==> config.mk <==
export PLATFORM = sky130hd
export DESIGN_NAME = conv_result_bank
export DESIGN_NICKNAME = d
export VERILOG_FILES = /design/src/rtl/crb_pkg.sv /design/src/rtl/crb_slot_array.sv /design/src/rtl/crb_flag_keeper.sv /design/src/rtl/crb_host_regs.sv /design/src/rtl/conv_result_bank.sv
export SDC_FILE = /design/constraint.sdc
export NUM_CORES = 1
export LEC_CHECK = 0
export BUFFER_PORTS_ARGS = -buffer_cell sky130_fd_sc_hd__buf_2
export CAP_MARGIN = 20
export CORE_ASPECT_RATIO = 1.5
export CORE_MARGIN = 10
export CORE_UTILIZATION = 35
export DETAILED_ROUTE_END_ITERATION = 7
export GPL_ROUTABILITY_DRIVEN = 0
export PLACE_DENSITY = 0.57
export SLEW_MARGIN = 0
export SYNTH_ARGS = -nofsm -noshare
export SYNTH_HDL_FRONTEND = slang
export SYNTH_SLANG_ARGS = --single-unit
export TNS_END_PERCENT = 50
==> constraint.sdc <==
create_clock -name clk -period 3 [get_ports clk]
set_input_delay 0.45 -clock clk [delete_from_list [all_inputs] [get_ports clk]]
set_output_delay 0.45 -clock clk [all_outputs]
set_load 0.01 [all_outputs]
==> src/rtl/crb_pkg.sv <==
package crb_pkg;
  localparam int ST_W       = 24;
  localparam int ST_RDY     = 0;
  localparam int ST_CAL     = 1;
  localparam int ST_HI_LSB  = 8;
  localparam int ST_LO_LSB  = 16;
  // register offsets from the bank base address
  localparam int OFF_STAT   = 8;
  localparam int OFF_UPPER  = 9;
  localparam int OFF_LOWER  = 10;
  localparam int OFF_MASK   = 11;

  typedef enum logic [2:0] {
    SEL_NONE, SEL_SLOT, SEL_STAT, SEL_UPPER, SEL_LOWER, SEL_MASK
  } reg_sel_e;
endpackage

==> src/rtl/crb_slot_array.sv <==
module crb_slot_array #(
  parameter int DATA_W = 24,
  parameter int SLOTS  = 8,
  localparam int IDX_W = $clog2(SLOTS)
) (
  input  logic                          clk,
  input  logic                          rst_n,
  input  logic                          cv_we,
  input  logic [IDX_W-1:0]              cv_idx,
  input  logic [DATA_W-1:0]             cv_data,
  input  logic                          hw_we,
  input  logic [IDX_W-1:0]              hw_idx,
  input  logic [DATA_W-1:0]             hw_data,
  input  logic                          hr_re,
  input  logic [IDX_W-1:0]              hr_idx,
  output logic [SLOTS-1:0][DATA_W-1:0]  slot_q,
  output logic [SLOTS-1:0]              unread_q
);
  for (genvar g = 0; g < SLOTS; g++) begin : g_slot
    logic cv_hit, hw_hit, hr_hit;
    assign cv_hit = cv_we && (cv_idx == IDX_W'(g));
    assign hw_hit = hw_we && (hw_idx == IDX_W'(g));
    assign hr_hit = hr_re && (hr_idx == IDX_W'(g));

    always_ff @(posedge clk or negedge rst_n) begin
      if (!rst_n) begin
        slot_q[g] <= '0;
      end else if (cv_hit) begin
        slot_q[g] <= cv_data;          // converter wins over host
      end else if (hw_hit) begin
        slot_q[g] <= hw_data;
      end
    end

    always_ff @(posedge clk or negedge rst_n) begin
      if (!rst_n) begin
        unread_q[g] <= 1'b0;
      end else if (cv_hit) begin
        unread_q[g] <= 1'b1;           // a fresh result is never lost
      end else if (hr_hit) begin
        unread_q[g] <= 1'b0;
      end
    end
  end
endmodule

==> src/rtl/crb_flag_keeper.sv <==
module crb_flag_keeper #(
  parameter int DATA_W = 24,
  parameter int SLOTS  = 8,
  localparam int IDX_W = $clog2(SLOTS)
) (
  input  logic              clk,
  input  logic              rst_n,
  input  logic              cv_we,
  input  logic [IDX_W-1:0]  cv_idx,
  input  logic [DATA_W-1:0] cv_data,
  input  logic              cv_ovf,
  input  logic              cv_unf,
  input  logic [DATA_W-1:0] upper,
  input  logic [DATA_W-1:0] lower,
  input  logic              cal_valid,
  input  logic              cal_ovf,
  input  logic              st_clr,
  output logic [SLOTS-1:0]  hi_q,
  output logic [SLOTS-1:0]  lo_q,
  output logic              cal_q
);
  logic above, below;

  always_comb begin
    above = cv_ovf || ($signed(cv_data) > $signed(upper));
    below = cv_unf || ($signed(cv_data) < $signed(lower));
  end

  for (genvar g = 0; g < SLOTS; g++) begin : g_flag
    logic hit;
    assign hit = cv_we && (cv_idx == IDX_W'(g));

    always_ff @(posedge clk or negedge rst_n) begin
      if (!rst_n) begin
        hi_q[g] <= 1'b0;
        lo_q[g] <= 1'b0;
      end else begin
        if (hit && above)  hi_q[g] <= 1'b1;
        else if (st_clr)   hi_q[g] <= 1'b0;
        if (hit && below)  lo_q[g] <= 1'b1;
        else if (st_clr)   lo_q[g] <= 1'b0;
      end
    end
  end

  always_ff @(posedge clk or negedge rst_n) begin
    if (!rst_n)         cal_q <= 1'b0;
    else if (cal_valid) cal_q <= cal_ovf;
    else if (st_clr)    cal_q <= 1'b0;
  end
endmodule

==> src/rtl/crb_host_regs.sv <==
module crb_host_regs
  import crb_pkg::*;
#(
  parameter int              DATA_W = 24,
  parameter int              SLOTS  = 8,
  parameter int              ADDR_W = 8,
  parameter logic [ADDR_W-1:0] BASE = 8'h30,
  localparam int             IDX_W  = $clog2(SLOTS)
) (
  input  logic                         clk,
  input  logic                         rst_n,
  input  logic [ADDR_W-1:0]            h_addr,
  input  logic                         h_wr,
  input  logic                         h_rd,
  input  logic [DATA_W-1:0]            h_wdata,
  input  logic [SLOTS-1:0][DATA_W-1:0] slot_q,
  input  logic [ST_W-1:0]              status,
  output logic [DATA_W-1:0]            h_rdata,
  output logic [DATA_W-1:0]            upper_q,
  output logic [DATA_W-1:0]            lower_q,
  output logic [ST_W-1:0]              mask_q,
  output logic                         hw_we,
  output logic                         hr_re,
  output logic [IDX_W-1:0]             idx,
  output logic                         st_clr
);
  logic [ADDR_W-1:0] off;
  logic              in_bank;
  reg_sel_e          sel;

  assign off     = h_addr - BASE;
  assign in_bank = (h_addr >= BASE);
  assign idx     = off[IDX_W-1:0];

  always_comb begin
    sel = SEL_NONE;
    if (in_bank) begin
      if (off < ADDR_W'(SLOTS))               sel = SEL_SLOT;
      else if (off == ADDR_W'(OFF_STAT))      sel = SEL_STAT;
      else if (off == ADDR_W'(OFF_UPPER))     sel = SEL_UPPER;
      else if (off == ADDR_W'(OFF_LOWER))     sel = SEL_LOWER;
      else if (off == ADDR_W'(OFF_MASK))      sel = SEL_MASK;
    end
  end

  assign hw_we  = h_wr && (sel == SEL_SLOT);
  assign hr_re  = h_rd && (sel == SEL_SLOT);
  assign st_clr = h_rd && (sel == SEL_STAT);

  always_ff @(posedge clk or negedge rst_n) begin
    if (!rst_n) begin
      upper_q <= {1'b0, {(DATA_W-1){1'b1}}};
      lower_q <= {1'b1, {(DATA_W-1){1'b0}}};
      mask_q  <= '1;
    end else if (h_wr) begin
      case (sel)
        SEL_UPPER: upper_q <= h_wdata;
        SEL_LOWER: lower_q <= h_wdata;
        SEL_MASK:  mask_q  <= ST_W'(h_wdata);
        default: ;
      endcase
    end
  end

  always_ff @(posedge clk or negedge rst_n) begin
    if (!rst_n) begin
      h_rdata <= '0;
    end else if (h_rd) begin
      case (sel)
        SEL_SLOT:  h_rdata <= slot_q[idx];
        SEL_STAT:  h_rdata <= DATA_W'(status);
        SEL_UPPER: h_rdata <= upper_q;
        SEL_LOWER: h_rdata <= lower_q;
        SEL_MASK:  h_rdata <= DATA_W'(mask_q);
        default:   h_rdata <= '0;
      endcase
    end
  end
endmodule

==> src/rtl/conv_result_bank.sv <==
module conv_result_bank
  import crb_pkg::*;
#(
  parameter int DATA_W = 24,
  parameter int SLOTS  = 8,
  parameter int ADDR_W = 8,
  parameter logic [ADDR_W-1:0] BASE = 8'h30,
  localparam int IDX_W = $clog2(SLOTS)
) (
  input  logic              clk,
  input  logic              rst_n,
  input  logic              res_valid,
  output logic              res_ready,
  input  logic [DATA_W-1:0] res_data,
  input  logic [IDX_W-1:0]  res_slot,
  input  logic              res_ovf,
  input  logic              res_unf,
  input  logic              cal_valid,
  input  logic              cal_ovf,
  input  logic [ADDR_W-1:0] h_addr,
  input  logic              h_wr,
  input  logic              h_rd,
  input  logic [DATA_W-1:0] h_wdata,
  output logic [DATA_W-1:0] h_rdata,
  output logic              irq_n
);
  logic                         ready_q;
  logic                         accept;
  logic [SLOTS-1:0][DATA_W-1:0] slot_q;
  logic [SLOTS-1:0]             unread_q, hi_q, lo_q;
  logic                         cal_q;
  logic [DATA_W-1:0]            upper_q, lower_q;
  logic [ST_W-1:0]              mask_q, status_word;
  logic                         hw_we, hr_re, st_clr;
  logic [IDX_W-1:0]             h_idx;

  always_ff @(posedge clk or negedge rst_n) begin
    if (!rst_n) ready_q <= 1'b0;
    else        ready_q <= 1'b1;
  end
  assign res_ready = ready_q;
  assign accept    = res_valid && ready_q;

  crb_slot_array #(.DATA_W(DATA_W), .SLOTS(SLOTS)) u_slots (
    .clk(clk), .rst_n(rst_n),
    .cv_we(accept), .cv_idx(res_slot), .cv_data(res_data),
    .hw_we(hw_we), .hw_idx(h_idx), .hw_data(h_wdata),
    .hr_re(hr_re), .hr_idx(h_idx),
    .slot_q(slot_q), .unread_q(unread_q)
  );

  crb_flag_keeper #(.DATA_W(DATA_W), .SLOTS(SLOTS)) u_flags (
    .clk(clk), .rst_n(rst_n),
    .cv_we(accept), .cv_idx(res_slot), .cv_data(res_data),
    .cv_ovf(res_ovf), .cv_unf(res_unf),
    .upper(upper_q), .lower(lower_q),
    .cal_valid(cal_valid), .cal_ovf(cal_ovf), .st_clr(st_clr),
    .hi_q(hi_q), .lo_q(lo_q), .cal_q(cal_q)
  );

  crb_host_regs #(.DATA_W(DATA_W), .SLOTS(SLOTS), .ADDR_W(ADDR_W), .BASE(BASE)) u_regs (
    .clk(clk), .rst_n(rst_n),
    .h_addr(h_addr), .h_wr(h_wr), .h_rd(h_rd), .h_wdata(h_wdata),
    .slot_q(slot_q), .status(status_word), .h_rdata(h_rdata),
    .upper_q(upper_q), .lower_q(lower_q), .mask_q(mask_q),
    .hw_we(hw_we), .hr_re(hr_re), .idx(h_idx), .st_clr(st_clr)
  );

  always_comb begin
    status_word                       = '0;
    status_word[ST_RDY]               = |unread_q;
    status_word[ST_CAL]               = cal_q;
    status_word[ST_HI_LSB +: SLOTS]   = hi_q;
    status_word[ST_LO_LSB +: SLOTS]   = lo_q;
  end

  assign irq_n = ~|(status_word & mask_q);
endmodule

==> results.json <==
{
  "result_of_the_run": "finished, final reports clean",
  "antenna_found_initial": 12,
  "port_buffers": 93,
  "leakage_uw": 0.00836,
  "cts_tree": "done",
  "cts.htree.levels": 1,
  "power.ir.vdd_worst_v": 0.000383,
  "routed_wirelength_um": 61100,
  "die_x_extent_um": 201,
  "number_of_nets_with_antenna_violations_after_routing": 0,
  "clkLatencyLatePin_ns": 0.58,
  "num-fill-cells": 4704,
  "numClockSinks": 314,
  "post_route_cells_drive_above_1_share_pct": 23.9,
  "drt_pass1_iterations": 5,
  "setup_violations": 0,
  "design.die.area_um2": 58800,
  "post_drt_wl_per_cell_um": 24.5,
  "synthDistinctLibCells": 60,
  "drtIter0Drc": 1190,
  "dieHeight_um": 292,
  "seq_area_frac_synth_pct": 45.9,
  "placement.setup.worst_slack_ns": -0.656,
  "mostFrequentLayoutCells": "nand2_1, dfrtp_1, nor2_1",
  "finalWorstPathRequiredPeriod_ns": 2.95,
  "power_uw": 12200,
  "final.setup.worst_slack_ns": 0.0455,
  "rsz0062_at_grt": "false",
  "use_met1_pct": 24.6,
  "post_dp_cell_area_um2": 18700,
  "crit_chain": "inv_1, ha_1, nand4_1, nor4_4, o311ai_2, and3_1, a221o_1, o21ai_0",
  "cap_violations": 0,
  "dominant_register_cell_in_the_synthesized_netlist": "dfrtp_1",
  "hold_path_class": "input pin to flip-flop",
  "initial_utilization_pct": 35.5,
  "cp.required_ns": 3.49,
  "yosysWarnings": 0,
  "numCtsBuffers": 30,
  "count_of_vias_placed_by_the_detailed_router": 14100,
  "holdWs_ns": 0.0760,
  "layout.cell_area.non_filler_um2": 19900,
  "clock_skew_after_layout_ns": 0.00971,
  "delay_of_the_slowest_critical_path_stage_ns": 0.54,
  "num_io_pins": 94,
  "vias_per_cell": 5.68,
  "clk_pin_slew_worst_paths_ns": 0.07,
  "synth_enable_flop_cells": 0,
  "grt-busiest-layer": "met2",
  "grt_first_pass_wirelength_um": 91500,
  "grt_use_met2_pct": 33.6,
  "pin_count_of_the_biggest_net_entering_global_routing": 81,
  "placementRows": 99,
  "nets": 1925,
  "commonest_non_fill_non_tap_cell_in_the_layout": "nand2_1",
  "worst-slew-pin-transition_ns": 1.05,
  "maxSlewHeadroom_pct": 30.1,
  "drcViolationCount": 0,
  "postLayoutCoreUtil_pct": 41.0,
  "post-dp-hpwl_um": 41300,
  "worstPathArrival_ns": 3.45,
  "multi_input_area_um2": 8490,
  "slew_violations": 0,
  "max_freq_mhz": 338,
  "global_route.usage.met3_pct": 3.68,
  "postSynthNetCount": 1889,
  "synth.cell_area_um2": 17300,
  "synth_area_per_cell_um2": 9.74,
  "grt_pass1_vias": 14400,
  "netlist_instances": 1772,
  "global_route.usage.total_pct": 20.3,
  "post_cts_buffers": 0,
  "seqCellArea_um2": 7920,
  "critical_path_class": "flip-flop to flip-flop",
  "global_route.overflow_total": 0,
  "cell_at_the_slowest_stage_of_the_critical_path": "dfstp_2",
  "nature_of_the_critical_path_endpoint": "flip-flop",
  "buffer_levels_on_the_longest_clock_path": 3,
  "areaGrowthSynthToFinish_pct": 15.5,
  "final_min_period_over_clock_period_pct": 98.5,
  "core_region_area_um2": 48700,
  "cts-root-buf": "clkbuf_16",
  "crit_path_start_kind": "flip-flop",
  "power_density_nw_per_um2": 610,
  "report.final.hold_viol_count": 0,
  "yosys_register_bits": 314,
  "ys_async_sr_fraction_pct": 100,
  "worst-path-max-fanout": 8
}
==> per-stage QoR <==
stage	TNS, ns	cells
6_report	0	2492
5_1_grt	0	2490
4_1_cts	0	2488
3_5_place_dp	-4.92	2431
3_3_place_gp	-5.02	2431
2_1_floorplan	0	1772
==> where the power goes <==
| group | internal, uW | total (uW) | switching, uW | leakage [uW] |
|---|---|---|---|---|
| clock | 2790 | 4530 | 1740 | 0.000577 |
| sequential | 5040 | 5510 | 472 | 0.00369 |
| combinational | 1000 | 2120 | 1120 | 0.00409 |
| total | 8830 | 12200 | 3320 | 0.00836 |
==> per-layer routing <==
layer,vias to the layer above,part of all wire [%]
met3,172,6.6
met5,-,0.15
met4,16,5.4
met2,537,48
li1,6310,-
met1,7110,40
==> state kept, by name (all words and copies together), names as in the netlist <==
register          flops
u_regs.upper_q       24
res_ready             1
u_flags.cal_q         1
u_regs.h_rdata       24
u_slots.unread_q      8
u_flags.lo_q          8
u_flags.hi_q          8
u_regs.lower_q       24
u_slots.slot_q      192
u_regs.mask_q        24
==> area by class of cell <==
cell class,instances,share of cell area (%)
multi-input combinational,1223,42.6
sequential,314,39.7
timing repair buffer,164,6.21
clock buffer,45,4.61
tap,656,4.12
inverter,75,1.41
clock inverter,11,1.28
antenna,4,0.0502
==> worst max-delay path, delay by kind of cell (launching register included) <==
kind	cells	cell delay (ns)
and+or+nand+nor	3	0.99
AOI/OAI and AO/OA	3	0.97
adders and majority gates	1	0.30
buffers and inverters	1	0.06
DFF	1	0.54
==> final timing paths <==
path	from	endpoint	slack, ns	cells past startpoint
max	u_regs.upper_q[19]$_DFFE_PN1P_	u_flags.hi_q[0]$_DFFE_PN0P_	0.05	8
min	cal_valid	u_flags.cal_q$_DFFE_PN0P_	0.08	2
max reg2reg	u_regs.upper_q[19]$_DFFE_PN1P_	u_flags.hi_q[0]$_DFFE_PN0P_	0.05	8
min reg2reg	u_slots.slot_q[28]$_DFFE_PN0P_	u_slots.slot_q[28]$_DFFE_PN0P_	0.48	2
max in group asynchronous	rst_n	u_regs.upper_q[0]$_DFFE_PN1P_	1.61	3
min in group asynchronous	rst_n	u_slots.slot_q[77]$_DFFE_PN0P_	0.39	2
==> cell families after synthesis <==
| kind of cell | count (synthesis) | share of synthesized area [%] |
|---|---|---|
| AND/OR/NAND/NOR | 558 | 13.2 |
| buffers and inverters | 235 | 5.68 |
| multiplexers | 237 | 17.9 |
| adder cells (fa/ha/maj) | 49 | 3.55 |
| other | 1 | 0.0217 |
| AO/OA/AOI/OAI | 378 | 13.8 |
| flip-flops | 314 | 45.9 |
==> cell usage after synthesis (2+ instances only) <==
library cell  instances  area share, %
clkbuf_1             98            2.1
dfstp_2              48            7.3
or2_2                 2          0.072
inv_1                74            1.6
a32oi_1               4           0.20
a21o_1                8           0.35
buf_1                11           0.24
o211ai_1              9           0.39
nand2_1             303            6.6
o21a_1                4           0.17
a211oi_1             14           0.61
buf_2                42            1.2
a21oi_1              74            2.1
nand4_1              10           0.36
nor2_1              176            3.8
o22ai_1              23           0.83
a22oi_1              20           0.87
buf_4                 6           0.26
buf_6                 3           0.20
and2_1                2          0.072
a221oi_1             16           0.81
nor3_2                2           0.12
and3_1               10           0.36
nor4_1                3           0.11
nand3_1              30           0.87
mux4_2               48            6.3
o21ai_0              86            2.5
nand2b_1              8           0.29
a32o_1                6           0.35
o21ai_1               5           0.14
nor2b_1               5           0.18
ha_1                 49            3.6
a31oi_1              92            3.3
mux2_2               97            6.3
nor3b_1               2          0.087
nor3_1                2          0.058
mux2i_1              92            5.3
dfrtp_1             266             39
==> repair_timing <==
action | in CTS | in global routing
gates resized for setup | 3 | 0
hold endpoints to repair | 40 | 0
setup endpoints to repair | 8 | 5
hold buffers | 1 | 0
pin swaps | 0 | 1
Note: power is estimated with default switching activity, not from simulation.
